`config.mk`:
```
export PLATFORM = sky130hd
export DESIGN_NAME = hld_qual_filter
export DESIGN_NICKNAME = d
export VERILOG_FILES = /design/src/rtl/hld_pkg.sv /design/src/rtl/hld_ctrl_reg.sv /design/src/rtl/hld_delay_sel.sv /design/src/rtl/hld_qual_timer.sv /design/src/rtl/hld_qual_filter.sv
export SDC_FILE = /design/constraint.sdc
export NUM_CORES = 1
export LEC_CHECK = 0
export ABC_AREA = 1
export BUFFER_PORTS_ARGS = -buffer_cell sky130_fd_sc_hd__buf_2
export CORE_MARGIN = 4
export CORE_UTILIZATION = 45
export CTS_CLUSTER_DIAMETER = 150
export DETAILED_ROUTE_END_ITERATION = 10
export HOLD_SLACK_MARGIN = 0.08
export PLACE_DENSITY_LB_ADDON = 0.12
export SYNTH_ARGS = -nofsm -noshare
export SYNTH_HDL_FRONTEND = slang
export SYNTH_HIERARCHICAL = 1
export SYNTH_SLANG_ARGS = --single-unit
export TNS_END_PERCENT = 20
```
`constraint.sdc`:
```
create_clock -name clk -period 4.45 [get_ports clk]
set_input_delay 0.445 -clock clk [delete_from_list [all_inputs] [get_ports clk]]
set_output_delay 0.445 -clock clk [all_outputs]
set_load 0.05 [all_outputs]
```
`src/rtl/hld_pkg.sv`:
```
package hld_pkg;

    // Number of bits of the control byte that carry meaning.
    localparam int CTRL_USED_W = 3;

    typedef struct packed {
        logic       en;
        logic [1:0] sel;
    } hld_ctrl_t;

endpackage

```
`src/rtl/hld_ctrl_reg.sv`:
```
module hld_ctrl_reg
    import hld_pkg::*;
#(
    parameter int BYTE_W = 8
) (
    input  logic              clk,
    input  logic              rst_n,
    input  logic              wr_en,
    input  logic [BYTE_W-1:0] wr_data,
    output hld_ctrl_t         ctrl,
    output logic [BYTE_W-1:0] rd_byte
);

    localparam int PAD_W = BYTE_W - CTRL_USED_W;

    typedef struct packed {
        hld_ctrl_t ctrl;
    } state_t;

    state_t st_d, st_q;

    always_comb begin
        st_d = st_q;
        if (wr_en) begin
            st_d.ctrl.en  = wr_data[2];
            st_d.ctrl.sel = wr_data[1:0];
        end
    end

    always_ff @(posedge clk or negedge rst_n) begin
        if (!rst_n) begin
            st_q <= '0;
        end else begin
            st_q <= st_d;
        end
    end

    assign ctrl    = st_q.ctrl;
    assign rd_byte = {{PAD_W{1'b0}}, st_q.ctrl};

endmodule

```
`src/rtl/hld_delay_sel.sv`:
```
module hld_delay_sel #(
    parameter int DLY0  = 100,
    parameter int DLY1  = 250,
    parameter int DLY2  = 500,
    parameter int DLY3  = 1000,
    parameter int CNT_W = 10
) (
    input  logic [1:0]       sel,
    output logic [CNT_W-1:0] target
);

    localparam int NSEL = 4;
    localparam int DLY_TBL [NSEL] = '{DLY0, DLY1, DLY2, DLY3};

    logic [CNT_W-1:0] opt [NSEL];

    for (genvar g = 0; g < NSEL; g++) begin : g_opt
        assign opt[g] = CNT_W'(DLY_TBL[g]);
    end

    always_comb begin
        target = opt[sel];
    end

endmodule

```
`src/rtl/hld_qual_timer.sv`:
```
module hld_qual_timer #(
    parameter int CNT_W = 10
) (
    input  logic             clk,
    input  logic             rst_n,
    input  logic             restart,
    input  logic             det_in,
    input  logic             ms_tick,
    input  logic             en,
    input  logic [CNT_W-1:0] target,
    input  logic             clr,
    output logic [CNT_W-1:0] cnt,
    output logic             status
);

    typedef struct packed {
        logic [CNT_W-1:0] cnt;
        logic             status;
    } state_t;

    state_t st_d, st_q;
    logic   reached;

    always_comb begin
        st_d    = st_q;
        reached = (st_q.cnt == target);

        // Elapsed count of unbroken detection
        if (restart || !det_in) begin
            st_d.cnt = '0;
        end else if (ms_tick && (st_q.cnt < target)) begin
            st_d.cnt = st_q.cnt + 1'b1;
        end

        // Sticky status; the clear has priority
        if (clr) begin
            st_d.status = 1'b0;
        end else if (en && det_in && reached) begin
            st_d.status = 1'b1;
        end
    end

    always_ff @(posedge clk or negedge rst_n) begin
        if (!rst_n) begin
            st_q <= '0;
        end else begin
            st_q <= st_d;
        end
    end

    assign cnt    = st_q.cnt;
    assign status = st_q.status;

endmodule

```
`src/rtl/hld_qual_filter.sv`:
```
module hld_qual_filter
    import hld_pkg::*;
#(
    parameter int BYTE_W = 8,
    parameter int DLY0   = 100,
    parameter int DLY1   = 250,
    parameter int DLY2   = 500,
    parameter int DLY3   = 1000
) (
    input  logic              clk,
    input  logic              rst_n,
    input  logic              wr_en,
    input  logic [BYTE_W-1:0] wr_data,
    output logic [BYTE_W-1:0] ctrl_rd,
    input  logic              ms_tick,
    input  logic              det_in,
    input  logic              clr,
    output logic              status_o
);

    localparam int MAX01  = (DLY0 > DLY1) ? DLY0 : DLY1;
    localparam int MAX23  = (DLY2 > DLY3) ? DLY2 : DLY3;
    localparam int DLYMAX = (MAX01 > MAX23) ? MAX01 : MAX23;
    localparam int CNT_W  = $clog2(DLYMAX + 1);

    hld_ctrl_t        ctrl;
    logic [CNT_W-1:0] target;
    logic [CNT_W-1:0] cnt_q;

    hld_ctrl_reg #(.BYTE_W(BYTE_W)) u_ctrl (
        .clk     (clk),
        .rst_n   (rst_n),
        .wr_en   (wr_en),
        .wr_data (wr_data),
        .ctrl    (ctrl),
        .rd_byte (ctrl_rd)
    );

    hld_delay_sel #(
        .DLY0  (DLY0),
        .DLY1  (DLY1),
        .DLY2  (DLY2),
        .DLY3  (DLY3),
        .CNT_W (CNT_W)
    ) u_sel (
        .sel    (ctrl.sel),
        .target (target)
    );

    hld_qual_timer #(.CNT_W(CNT_W)) u_tmr (
        .clk     (clk),
        .rst_n   (rst_n),
        .restart (wr_en),
        .det_in  (det_in),
        .ms_tick (ms_tick),
        .en      (ctrl.en),
        .target  (target),
        .clr     (clr),
        .cnt     (cnt_q),
        .status  (status_o)
    );

endmodule

```
==> results <==
- The analysis attributes to net switching a power of 0.00009982 W.
- The total of flip-flops plus latches after synthesis is 14.
- The clock network is responsible for 32.1% of the overall power.
- The number of max-cap violations is 0.
- After legalization and detailed placement, the total HPWL measured 1874 microns.
- Setup violations remaining at the end of the flow were counted as 0.
- The fraction of synthesized cell area taken by the top area cell type is 26.87%.
- The number of instances in the synthesized netlist is 188.
- In the post-route analysis, the smallest setup slack over all paths is 2.336 ns.
- By area the synthesized netlist is led by dfrtp_1 (27%), nand2_1 (18%), ha_1 (15%).
- Once the clock tree was built, the resizer swapped 0 gates to a different size.
- The category of the worst setup path launch point is a flop.
- The net switching fraction of the power is 33.43%.
- The most common flop cell mapped by yosys is dfrtp_1.
- The cell taking the most area after synthesis is dfrtp_1.
- TritonCTS created 3 clock buffers.
- In the final layout, the share of cells above drive strength 1 is 15.38%.
- The core region area is 0.002758 sq mm.
- The setup TNS is 0 ns.
- The total overflow reported by the global router is 0.
- By count the netlist is led by nand2_1 (61), inv_1 (27), ha_1 (16), nand3_1 (16), dfrtp_1 (14).
- Setup repair after global routing left no endpoint under its margin.
- The number of primary I/O pins is 23.
- The count of nets left with antenna violations once routing finished came out at 0.
- Dividing the detail-routed wire length by the instance count gives 10.66 microns.
- The final critical delay including setup and external delays is 2.114 ns.
- The combinational power share is 22.5%.
- Post-CTS timing repair inserted 0 buffers for setup.
- The portion of the clock cycle consumed by the worst path in the final layout is 47.51%.
- The register share of total power is 45.5%.
- The upper clock frequency limit is 473.0 MHz.
- The flow ran to the end, and the final reports show no timing, DRC or antenna violations.
- On the worst path, the slowest cell contributes a delay of 0.45 ns.
- The highest ir drop seen on vdd is 133.7 uV.
- The critical path capture point type is a flop.
- The critical path capture point is u_tmr/cnt[9].
- Global routing used 15.15% of the available tracks across all layers.
- OpenSTA, run right after detailed placement, puts the worst setup slack at 2.319 ns.
- For this design, the slowest cell found on the critical path is dfrtp_1.
- The effective utilization at floorplan is 47.28%.
- The number of global-route vias before repair is 991.
- The floorplan die area is 0.003822 sq mm.
- The clock tree root driver cell is clkbuf_4.
- The family with the most delay on the worst path is simple AND/OR/NAND/NOR gates.
- The reg-to-reg startpoint is u_ctrl/ctrl[1].
- Across all register-to-register paths, the minimum setup slack is 2.34 ns.
- The hold violation total from the final report is 0.
- For the worst-skew pair, the clock arrives at the later sink with an insertion delay of 0.28 ns.
- The netlist uses 21 different library cells.
- Buffers inserted to repair hold after CTS numbered 1.
- During synthesis, Yosys emitted a total of 6 warnings.
- The critical path required time is 4.67 ns.
- The CTS sink count is 14.
- The chip width is 61.83 microns.
- In this run, synthesis inferred 0 flip-flops with an integrated enable.
- Clock-pin slew was measured on the worst setup and hold paths at 0.10 ns.
- In this run the static leakage power is 0.7911 nW.
- The routability congestion estimate is 0.8117.
- Power spread over the standard cell area amounts to 220.3 mW/mm^2.
- The count of H-tree levels built during CTS is 1.
- The depth of the worst register-to-register path is 13.
- The most numerous cell in the Yosys netlist is nand2_1.
- The mean instance size in the synthesized netlist is 6.935 sq um.
- The worst-case clock skew is 0.004096 ns.
- The wire length reported by the detailed router is 2409 microns.
- The max-slew violation total from the final report is 0.
- The share of synthesized area occupied by flip-flops and latches is 26.87%.
- The most critical setup path has its startpoint at u_ctrl/ctrl[1].
- After synthesis, the share of flip-flops with an asynchronous set or reset is 100.0%.
- The detailed-routing iteration count for the pre-antenna-repair pass is 4.
- During placement, the flow inserted port buffers numbering 12.
- The post-layout net count is 226.
- The completed layout was analyzed and its total power is 0.0002986 W.
- In the routed layout, each cell is associated on average with a via count of 4.615.
- The total DRC errors in the routed layout is 0.
- The pin count of the biggest net entering global routing is 15.
- The internal cell power is 0.0001988 W.
- The die height is 61.83 microns.
- Relative to the synthesized area, the layout overhead comes to 3.935%.
- The post-synthesis cell area is 0.001304 sq mm.
- The signal on the critical path passes through inv_1, ha_1, inv_1, ha_1, nand2_1, inv_1, nand2_1, nand2_1, nand2_1, nand3_2, nand2_4, nand2_1, nand2_1.
- The worst hold path belongs to the class in2reg.
- The initial antenna violation count is 0.
- The number of diodes is 0.
- The endpoint of the worst register-to-register path is u_tmr/cnt[9].
- The most numerous cell type found on the critical path is nand2_1.
- The floorplan row count is 19.
- The count of buffering cells on the critical path with inverters included is 3.
- The path length in cells of the critical path is 13.
- The number of buffers on the longest clock path is 2.
- The routed layout has 1043 vias.
- TritonCTS built the clock tree.
- Along the worst path, the maximum fanout reaches 11.
- For this block, the initial DRC count from the detailed router was 48.
- The first global-routing pass estimated 4284 microns of wire.
- The start-to-end type of the worst setup path is reg2reg.
- STA puts the critical path data arrival time at 2.34 ns.
==> worst min-delay path by stage <==
| stage | slack [ns] | cells past startpoint | endpoint | start |
|---|---|---|---|---|
| after global placement | 0.36 | 1 | u_tmr/cnt[7] | rst_n |
| after detailed placement | 0.37 | 1 | u_tmr/cnt[8] | rst_n |
| final | 0.29 | 2 | u_tmr/status | clr |
| after floorplan | 0.15 | 0 | u_ctrl/ctrl[0] | rst_n |
| after global routing | 0.30 | 2 | u_tmr/status | clr |
| after CTS | 0.28 | 2 | u_tmr/status | clr |
==> stage by stage <==
stage                     area (sq um)  hold slack, ns  cells  util (%)
after floorplan                   1323          0.1494    193         -
after global placement            1309          0.3620    221     47.46
after detailed placement          1309          0.3695    221     47.46
after CTS                         1355          0.2811    226     49.14
after global routing              1355          0.2961    226     49.14
final                             1355          0.2914    226     49.14
==> power by group through the flow <==
stage / Clock [W] / Sequential (W) / Combinational [W]
after floorplan: 0 / 0.000137 / 0.0000623
after global placement: 0 / 0.000138 / 0.0000654
after detailed placement: 0 / 0.000139 / 0.0000672
after CTS: 0.0000989 / 0.000136 / 0.0000680
after global routing: 0.000103 / 0.000137 / 0.0000771
final: 0.0000958 / 0.000136 / 0.0000670
==> cell type report <==
| type | instances | area [sq um] |
|---|---|---|
| Inverter | 32 | 120.1 |
| Sequential cell | 14 | 350.3 |
| Tap cell | 31 | 38.79 |
| Clock buffer | 4 | 36.28 |
| Multi-Input combinational cell | 132 | 739.5 |
| Timing Repair Buffer | 13 | 70.07 |
| Fill cell | 295 | 1403 |
==> sequential cells by signal, indices dropped and copies added (netlist names) <==
name and flops:
u_ctrl/ctrl 3, u_tmr/cnt 10, u_tmr/status 1
==> placed cells by master, fill, tap and decap left out, drive strengths merged, types with 2 or more instances in the layout <==
| master | count |
|---|---|
| nor2 | 17 |
| nand4 | 2 |
| dfrtp | 14 |
| nand3 | 18 |
| xnor2 | 2 |
| nand2 | 62 |
| conb | 8 |
| inv | 32 |
| ha | 16 |
| buf | 12 |
| clkbuf | 4 |
| a21oi | 3 |
| nand3b | 2 |
==> cells by family after synthesis <==
| logic type | after synthesis | share of synthesized area (%) |
|---|---|---|
| XOR/XNOR | 3 | 2.016 |
| flip-flops | 14 | 26.87 |
| AND/OR/NAND/NOR | 102 | 35.89 |
| other | 3 | 0.8637 |
| adder cells (fa/ha/maj) | 16 | 15.35 |
| AO/OA/AOI/OAI | 3 | 1.151 |
| buffers and inverters | 47 | 17.85 |
==> routing by layer <==
metal | share of wire [%] | global-route usage, % | vias to the layer above
met5 | 0 | 0 | -
met4 | 0.75 | 5.455 | 0
met3 | 3.4 | 2.479 | 2
met2 | 47 | 25.56 | 15
met1 | 49 | 19.47 | 463
li1 | - | - | 563
(Power assumes the default switching activity.)
